File: src/rtl/crm_pkg.sv
package crm_pkg;
  typedef enum logic [1:0] {K_DUAL, K_QUAD, K_WORD} kind_t;
  typedef enum logic [2:0] {S_OPC, S_ADR, S_DUM, S_DAT, S_IGN} state_t;
endpackage

File: src/rtl/crm_in_shift.sv
module crm_in_shift #(
  parameter int W = 24
) (
  input  logic         clk,
  input  logic         rst,
  input  logic         en,
  input  logic         one,
  input  logic         quad,
  input  logic [3:0]   io,
  output logic [W-1:0] nxt
);
  logic [W-1:0] q;

  always_comb begin
    if (one)       nxt = {q[W-2:0], io[0]};
    else if (quad) nxt = {q[W-5:0], io};
    else           nxt = {q[W-3:0], io[1:0]};
  end

  always_ff @(posedge clk) begin
    if (rst)     q <= '0;
    else if (en) q <= nxt;
  end
endmodule

File: src/rtl/crm_out_shift.sv
module crm_out_shift #(
  parameter int DW = 8
) (
  input  logic          clk,
  input  logic          rst,
  input  logic          clr,
  input  logic          load,
  input  logic          shift,
  input  logic          quad,
  input  logic [DW-1:0] din,
  output logic [3:0]    io_out,
  output logic [3:0]    io_oe
);
  logic [DW-1:0] sh_q;
  logic          quad_q;
  logic          on_q;

  always_ff @(posedge clk) begin
    if (rst || clr) begin
      sh_q   <= '0;
      quad_q <= 1'b0;
      on_q   <= 1'b0;
    end else if (load) begin
      sh_q   <= din;
      quad_q <= quad;
      on_q   <= 1'b1;
    end else if (shift) begin
      sh_q <= quad_q ? (sh_q << 4) : (sh_q << 2);
    end
  end

  always_comb begin
    io_oe  = on_q ? (quad_q ? 4'hF : 4'h3) : 4'h0;
    io_out = 4'h0;
    if (on_q) io_out = quad_q ? sh_q[DW-1 -: 4] : {2'b00, sh_q[DW-1 -: 2]};
  end
endmodule

File: src/rtl/cont_read_ctrl.sv
module cont_read_ctrl
  import crm_pkg::*;
#(
  parameter int         ADDR_W     = 24,
  parameter int         MODE_W     = 8,
  parameter int         DATA_W     = 8,
  parameter int         ALIGN_W    = 4,
  parameter int         DUMMY_DUAL = 0,
  parameter int         DUMMY_QUAD = 4,
  parameter int         DUMMY_WORD = 2,
  parameter logic [7:0] OP_DUAL    = 8'hBB,
  parameter logic [7:0] OP_QUAD    = 8'hEB,
  parameter logic [7:0] OP_WORD    = 8'hE7,
  parameter logic [3:0] CONT_NIB   = 4'hA
) (
  input  logic              clk,
  input  logic              rst,
  input  logic              cs_n,
  input  logic [3:0]        io_in,
  output logic [3:0]        io_out,
  output logic [3:0]        io_oe,
  input  logic              quad_en,
  output logic              mem_rd,
  output logic [ADDR_W-1:0] mem_addr,
  input  logic [DATA_W-1:0] mem_data
);
  localparam int OPC_W   = 8;
  localparam int AMW     = ADDR_W + MODE_W;
  localparam int AM_CK_D = AMW / 2;
  localparam int AM_CK_Q = AMW / 4;
  localparam int A_CK_D  = ADDR_W / 2;
  localparam int A_CK_Q  = ADDR_W / 4;
  localparam int B_CK_D  = DATA_W / 2;
  localparam int B_CK_Q  = DATA_W / 4;
  localparam int CW      = $clog2(AM_CK_D + DUMMY_DUAL + DUMMY_QUAD + DUMMY_WORD + OPC_W) + 1;

  state_t          st_q;
  kind_t           kind_q;
  logic [CW-1:0]   cnt_q;
  logic            cont_q, fr_cont_q, ones_q;
  logic [ADDR_W-1:0] nxt;
  logic            is_quad, at_mlast, mrst_hit, ld, shf;
  logic [CW-1:0]   amlast, alast, blast, dcnt;

  always_comb begin
    is_quad = (kind_q != K_DUAL);
    amlast  = is_quad ? CW'(AM_CK_Q - 1) : CW'(AM_CK_D - 1);
    alast   = is_quad ? CW'(A_CK_Q - 1)  : CW'(A_CK_D - 1);
    blast   = is_quad ? CW'(B_CK_Q - 1)  : CW'(B_CK_D - 1);
    case (kind_q)
      K_QUAD:  dcnt = CW'(DUMMY_QUAD);
      K_WORD:  dcnt = CW'(DUMMY_WORD);
      default: dcnt = CW'(DUMMY_DUAL);
    endcase
    at_mlast = (st_q == S_ADR) && (cnt_q == amlast);
    mrst_hit = fr_cont_q && ones_q && io_in[0];
    ld  = !cs_n && ((at_mlast && !mrst_hit && dcnt == '0) ||
                    (st_q == S_DUM && cnt_q == dcnt - CW'(1)) ||
                    (st_q == S_DAT && cnt_q == blast));
    shf = !cs_n && (st_q == S_DAT) && (cnt_q != blast);
  end

  crm_in_shift #(.W(ADDR_W)) i_in (
    .clk(clk), .rst(rst), .en(!cs_n), .one(st_q == S_OPC), .quad(is_quad),
    .io(io_in), .nxt(nxt)
  );

  crm_out_shift #(.DW(DATA_W)) i_out (
    .clk(clk), .rst(rst), .clr(cs_n), .load(ld), .shift(shf), .quad(is_quad),
    .din(mem_data), .io_out(io_out), .io_oe(io_oe)
  );

  always_ff @(posedge clk) begin
    if (rst) begin
      st_q      <= S_OPC;
      kind_q    <= K_DUAL;
      cnt_q     <= '0;
      cont_q    <= 1'b0;
      fr_cont_q <= 1'b0;
      ones_q    <= 1'b0;
      mem_rd    <= 1'b0;
      mem_addr  <= '0;
    end else begin
      mem_rd <= 1'b0;
      if (cs_n) begin
        st_q      <= cont_q ? S_ADR : S_OPC;
        cnt_q     <= '0;
        fr_cont_q <= cont_q;
        ones_q    <= 1'b1;
      end else begin
        case (st_q)
          S_OPC: begin
            cnt_q <= cnt_q + CW'(1);
            if (cnt_q == CW'(OPC_W - 1)) begin
              cnt_q <= '0;
              if (nxt[OPC_W-1:0] == OP_DUAL) begin
                kind_q <= K_DUAL; st_q <= S_ADR;
              end else if (nxt[OPC_W-1:0] == OP_QUAD && quad_en) begin
                kind_q <= K_QUAD; st_q <= S_ADR;
              end else if (nxt[OPC_W-1:0] == OP_WORD && quad_en) begin
                kind_q <= K_WORD; st_q <= S_ADR;
              end else begin
                st_q <= S_IGN;
              end
            end
          end
          S_ADR: begin
            cnt_q  <= cnt_q + CW'(1);
            ones_q <= ones_q & io_in[0];
            if (cnt_q == alast) begin
              mem_rd   <= 1'b1;
              mem_addr <= (kind_q == K_WORD) ? {nxt[ADDR_W-1:ALIGN_W], {ALIGN_W{1'b0}}} : nxt;
            end
            if (at_mlast) begin
              cnt_q <= '0;
              if (mrst_hit) begin
                cont_q <= 1'b0;
                st_q   <= S_IGN;
              end else begin
                cont_q <= (nxt[MODE_W-1 -: 4] == CONT_NIB);
                st_q   <= (dcnt == '0) ? S_DAT : S_DUM;
              end
            end
          end
          S_DUM: begin
            if (cnt_q == dcnt - CW'(1)) begin
              cnt_q <= '0;
              st_q  <= S_DAT;
            end else begin
              cnt_q <= cnt_q + CW'(1);
            end
          end
          S_DAT: cnt_q <= (cnt_q == blast) ? '0 : cnt_q + CW'(1);
          default: ;
        endcase
        if (ld) begin
          mem_rd   <= 1'b1;
          mem_addr <= mem_addr + ADDR_W'(1);
        end
      end
    end
  end
endmodule

File: config.mk
export PLATFORM = sky130hd
export DESIGN_NAME = cont_read_ctrl
export DESIGN_NICKNAME = d
export VERILOG_FILES = /design/src/rtl/crm_pkg.sv /design/src/rtl/crm_in_shift.sv /design/src/rtl/crm_out_shift.sv /design/src/rtl/cont_read_ctrl.sv
export SDC_FILE = /design/constraint.sdc
export NUM_CORES = 1
export LEC_CHECK = 0
export CORE_MARGIN = 2
export CORE_UTILIZATION = 50
export CTS_CLUSTER_DIAMETER = 50
export DETAILED_ROUTE_END_ITERATION = 6
export PLACE_DENSITY = 0.69
export SYNTH_ARGS = -nofsm -noshare
export SYNTH_HDL_FRONTEND = slang
export SYNTH_SLANG_ARGS = --single-unit
File: constraint.sdc
create_clock -name clk -period 3.11 [get_ports clk]
set_input_delay 0.622 -clock clk [delete_from_list [all_inputs] [get_ports clk]]
set_output_delay 0.622 -clock clk [all_outputs]
set_load 0.005 [all_outputs]
==> summary.txt, run 1 <==
Non-Filler Instances: 682
HP Class: flop to flop
DRC violations left: 0
Logic pwr share: 0.047
Final setup violation count: 0
Root Buffer: clkbuf_8
Switching part of the total: 0.258
Largest net degree at the start of global routing: 35
Startpoint Class: flop
Ratio of final minimum period to clock period: 0.916
RePlAce Congestion: 0.916
TritonCTS clock tree: built
Clk sink count: 72
TritonRoute pass-1 iters: 5
Post-synth EDFFs: 0
Hold buffer count at cts: 0
Placed cell area: 4900 sq um
Final net count: 590
ANT nets after route: 0
Setup tns final: 0 ns
Static Leak: 1.75 nW
Xor/xnor share of the synthesized area: 0.0119
Adder-cell share of the synthesized area: 0.0142
Placed Cells: 666
Mapped Area: 4410 sq um
Post-synthesis mux area share: 0.105
Worst-Margin Slew: 0.693 ns
Clk_skew: 0.00966 ns
Vert. Die Dim: 98.0 um
Global Route Usage Sum: 0.246
Library cells used by synthesis: 76
Hold Vio Cnt, Final: 0
Initial antenna violation count: 0
Register bit total from synthesis: 72
Largest family of logic cells by synthesized area: simple AND/OR/NAND/NOR gates
Pwr Total: 1.69 mW
Synth top area cells: dfxtp_1 (33%), mux2i_1 (9.5%), nor2_1 (5.7%)
Clk_lat worst skew: 0.36 ns
Synth Area per Inst: 8.22 sq um
Die ar.: 9600 sq um
Dpl hpwl: 8.29 mm
Syn. warnings: 0
Number of CTS-inserted buffers: 9
Psw: 0.436 mW
Gr ovfl total: 0
FF-to-FF setup slack: 0.26 ns
Vias/cell: 6.13
Critical Path Sink Type: flop
Commonest register cell after synthesis: dfxtp_1
# diodes: 0
Crit path time final: 2.85 ns
Sequential-to-total area share from yosys stat: 0.327
Vias in the first global route: 3955
Ys async rst share: 0
Critical path fanouts, max: 11
Final core utilization: 0.588
CP Class: flop to flop
Die Span X: 98.0 um
CP max-delay cell: a2111oi_4
Starting density of the core: 0.511
Area Growth Syn to Fin: 15.0%
Yosys top cell by area: dfxtp_1
Row cnt: 34
Total number of vias: 4178
Port Buffers: 48
Pins Over Slew Limit: 0
F_max: 351 MHz
Multi-input gate area: 2720 sq um
1st-iter DRT viols: 179
FF/Latch Area: 1440 sq um
Synth Net Count: 558
Internal power: 1.25 mW
Yosys top cell area share: 0.327
Most frequent cells in the layout: dfxtp_1 (72), nor2_1 (67), clkdlybuf4s50_1 (47)
Required time of the critical path: 3.35 ns
Compound-Gate Fraction of Synth Area: 0.216
H-tree lvl count: 3
Worst path cell trace: inv_1 -> ha_1 -> xnor2_1 -> nand3_2 -> or2_0 -> a2111oi_4 -> a311o_2 -> a31oi_1
Gate Count Post-Synth: 537
Ports: 49
Ratio of cells with drive above 1 in the final layout: 0.101
Routed WL per cell: 17.2 um
RSZ-0062 raised after global routing: no
Final wirelength: 11.8 mm
Post-Synth Simple-Gate Area: 0.267
Crit-path max cell delay: 0.62 ns
Fill cell count: 797
Placeable Area: 8640 sq um
CTS max path bufs: 2
Outcome: complete, no violations
Power density cells: 333 nW/um^2
Post-route cell area: 5070 sq um
Clock power frac: 0.400
First-pass GRT wire length: 19.5 mm
Maxcap violations: 0
CP arrival: 3.08 ns
Peak VDD IR: 0.185 mV
Most common cell after layout, fill and taps aside: dfxtp_1
Worst-path clk slew: 0.08 ns
Post-cts repair resize count: 0
Slew Limit Headroom: 0.538
Setup Fix Bufs, Post-CTS: 0
Seq pwr share: 0.553
==> cell families (layout without fill, tap and decap cells) <==
kind of cell | after synthesis | count (layout)
xor+xnor | 6 | 6
compound gates | 133 | 133
flops | 72 | 72
mux | 46 | 46
fa+ha+maj | 5 | 5
simple gates | 226 | 226
buf+inv | 49 | 86
==> synthesized netlist by cell type, drive strengths merged (3+ instances only) <==
cell type	n
a21oi	42
nor4	4
inv	9
mux2	4
a31oi	19
a211oi	10
clkbuf	16
o21ai	18
a311o	3
dfxtp	72
nor3	15
nand4b	5
nand3b	3
ha	5
and3	6
nand2	46
nor4b	6
xnor2	4
nor2	67
o311ai	3
or3	10
mux2i	42
buf	24
a2111oi	4
nand4	7
or4	6
o211ai	8
and2	3
nand3	25
or2	3
o221ai	5
nand2b	11
==> worst paths after layout <==
kind,from,cells past startpoint,end
setup / recovery,kind_q[1],8,mem_addr[15]
hold / removal,fr_cont_q,2,fr_cont_q
setup reg to reg,kind_q[1],8,mem_addr[15]
hold reg to reg,fr_cont_q,2,fr_cont_q
==> stage by stage <==
stage	hold WS [ns]	worst slack, ns
finish	0.483	0.261
detailed placement	0.470	0.192
global placement	0.473	0.277
CTS	0.481	0.296
global route	0.511	0.0488
floorplan	0.454	0.821
==> flip-flops by register name (all words and copies together) (netlist names) <==
register	cells
cont_q	1
i_out.sh_q	8
i_in.q	23
i_out.quad_q	1
ones_q	1
fr_cont_q	1
mem_rd	1
i_out.on_q	1
cnt_q	6
mem_addr	24
st_q	3
kind_q	2
==> critical path: cells and delay by family, from the launching register on <==
kind / cells / cell delay (ns)
compound gates: 3 / 0.94
simple gates: 2 / 0.58
fa+ha+maj: 1 / 0.55
flops: 1 / 0.35
xor+xnor: 1 / 0.21
buf+inv: 1 / 0.10
==> metal layers <==
| layer | global-route usage | part of all wire | up-vias |
|---|---|---|---|
| met1 | 0.340 | 0.48 | 1994 |
| met3 | 0.0329 | 0.047 | 14 |
| met5 | 0 | 0 | - |
| li1 | - | - | 2054 |
| met2 | 0.395 | 0.46 | 116 |
| met4 | 0.0908 | 0.014 | 0 |
==> power groups by stage <==
stage / Combinational [mW] / Clock [mW] / Sequential (mW)
finish: 0.0793 / 0.675 / 0.933
global route: 0.0856 / 0.717 / 0.934
CTS: 0.0792 / 0.683 / 0.933
detailed placement: 0.0788 / 0 / 0.955
global placement: 0.0780 / 0 / 0.955
floorplan: 0.0434 / 0 / 0.952
==> area by class of cell <==
class | count | area share
multi-input combinational | 416 | 0.536
timing repair buffer | 61 | 0.113
sequential | 72 | 0.284
clock buffer | 10 | 0.0251
clock inverter | 6 | 0.00888
tap | 108 | 0.0266
inverter | 9 | 0.00666
Note: power is estimated with default switching activity, not from simulation.
==> inputs of run 2 (changes only) <==
--- a/config.mk
+++ b/config.mk
@@ -8,6 +8,7 @@
 export CORE_MARGIN = 2
 export CORE_UTILIZATION = 50
 export CTS_CLUSTER_DIAMETER = 50
+export CTS_CLUSTER_SIZE = 16
 export DETAILED_ROUTE_END_ITERATION = 6
 export PLACE_DENSITY = 0.69
 export SYNTH_ARGS = -nofsm -noshare
==> results of run 2 <==
Same layout as run 1: the final DEF is identical, and so are final timing and power.
==> inputs of run 3 (changes only) <==
--- a/config.mk
+++ b/config.mk
@@ -10,7 +10,7 @@
 export CTS_CLUSTER_DIAMETER = 50
 export CTS_CLUSTER_SIZE = 16
 export DETAILED_ROUTE_END_ITERATION = 6
-export PLACE_DENSITY = 0.69
+export PLACE_DENSITY = 0.76
 export SYNTH_ARGS = -nofsm -noshare
 export SYNTH_HDL_FRONTEND = slang
 export SYNTH_SLANG_ARGS = --single-unit
==> run 3 against run 2 <==
Effect of this change:
- clock power rose by 36%
- final area rose by 1.8%
- wire length rose by 0.27%
- register-to-register slack about the same
- flip-flop and latch count unchanged
- first-iteration DRC count up 110%
- sequential share of layout area down 0.51 points
- die area did not move
- non-clock buffer count rose by 3
- critical path depth unchanged
- clock-buffer cell count stayed put
==> summary.txt, run 3 (synthesis results as in run 1) <==
Die Span X: 98.0 um
Die ar.: 9600 sq um
Ratio of final minimum period to clock period: 0.920
Vias/cell: 6.33
CP arrival: 3.09 ns
Final wirelength: 11.8 mm
Starting density of the core: 0.511
Crit path time final: 2.86 ns
DP Worst Slack: 0.238 ns
RSZ-0062 raised after global routing: no
F_max: 350 MHz
Clk_lat worst skew: 0.35 ns
Root Buffer: clkbuf_8
Clk sink count: 72
HP Class: flop to flop
DRC violations left: 0
Clk_skew: 0.0113 ns
H-tree lvl count: 3
Critical Path Sink Type: flop
Post-route setup slack: 0.249 ns
Total number of vias: 4338
Final net count: 593
Row cnt: 34
Area Growth Syn to Fin: 17.1%
Placeable Area: 8640 sq um
TritonRoute pass-1 iters: 5
Post-cts repair resize count: 0
Static Leak: 1.80 nW
Slew Limit Headroom: 0.481
# diodes: 0
CTS max path bufs: 2
TritonCTS clock tree: built
Top Registers: mem_addr: 24 flops, i_in.q: 23 flops, i_out.sh_q: 8 flops
Dpl hpwl: 8.37 mm
Worst-Margin Slew: 0.778 ns
Biggest register: mem_addr
Vert. Die Dim: 98.0 um
Most common cell after layout, fill and taps aside: dfxtp_1
Pins Over Slew Limit: 0
Ports: 49
Worst-path clk slew: 0.07 ns
Vias in the first global route: 3991
Setup tns final: 0 ns
Outcome: complete, no violations
1st-iter DRT viols: 370
Met2 usage: 0.394
Fill cell count: 777
Power density cells: 374 nW/um^2
Final core utilization: 0.598
Met3 usage: 0.0408
Largest net degree at the start of global routing: 49
Number of CTS-inserted buffers: 9
Global Route Usage Sum: 0.247
Final setup violation count: 0
Most frequent cells in the layout: dfxtp_1 (72), nor2_1 (67), clkdlybuf4s50_1 (47)
Hold Vio Cnt, Final: 0
RePlAce Congestion: 0.841
Gr ovfl total: 0
Critical path fanouts, max: 19
Required time of the critical path: 3.34 ns
Routed WL per cell: 17.2 um
Max reg flops: 24
ANT nets after route: 0
Global routing's busiest layer: met2
First-pass GRT wire length: 19.6 mm
Peak VDD IR: 0.254 mV
Setup Fix Bufs, Post-CTS: 0
Startpoint Class: flop
Grt met1 use: 0.343
CP Class: flop to flop
Port Buffers: 48
Hold buffer count at cts: 0
Initial antenna violation count: 0
Maxcap violations: 0
Ratio of cells with drive above 1 in the final layout: 0.106
-- run 3: cell types whose count changed in the layout (fill, tap and decap cells not counted), sizes merged --
cell      change
clkinv        -1
bufinv        +3
clkinvlp      -2
buf           +3
-- run 3: layer usage --
layer	vias to the layer above	wire (um)	share of wire
li1	2060	-	-
met1	2069	5300	0.45
met2	189	5510	0.47
met3	20	787	0.067
met4	0	193	0.016
met5	-	0	0
-- run 3: worst max-delay path: stages, from the launching register on --
cell	delay, ns
dfxtp_1	0.34
inv_1	0.10
ha_1	0.50
buf_4	0.42
mux2_2	0.38
a31oi_1	0.35
a221oi_2	0.11
a2111oi_0	0.45
nor3_1	0.09
-- run 3: final timing paths --
path / cells past startpoint / start / end / slack (ns)
setup / recovery: 8 / kind_q[1] / st_q[0] / 0.25
hold / removal: 2 / fr_cont_q / fr_cont_q / 0.48
setup reg to reg: 8 / kind_q[1] / st_q[0] / 0.25
hold reg to reg: 2 / fr_cont_q / fr_cont_q / 0.48
-- run 3: cell type report --
type	count	area, sq um	area share
Clock buffer	10	128	0.0247
Clock inverter	6	115	0.0223
Inverter	9	33.8	0.00654
Multi-Input combinational cell	416	2720	0.526
Sequential cell	72	1440	0.279
Tap cell	108	135	0.0262
Timing Repair Buffer	64	596	0.115
-- run 3: where the power goes --
part	switching, mW	internal (mW)
logic	0.0444	0.0356
registers	0.00819	0.926
clock network	0.382	0.538
-- run 3: metrics by stage --
step	hold WS (ns)	cell area, sq um	instances	power [mW]
2_1_floorplan	0.454	4410	537	0.996
3_3_place_gp	0.470	4920	669	1.03
3_5_place_dp	0.473	4920	669	1.03
4_1_cts	0.485	5170	685	1.94
5_1_grt	0.514	5170	685	1.99
6_report	0.485	5170	685	1.93
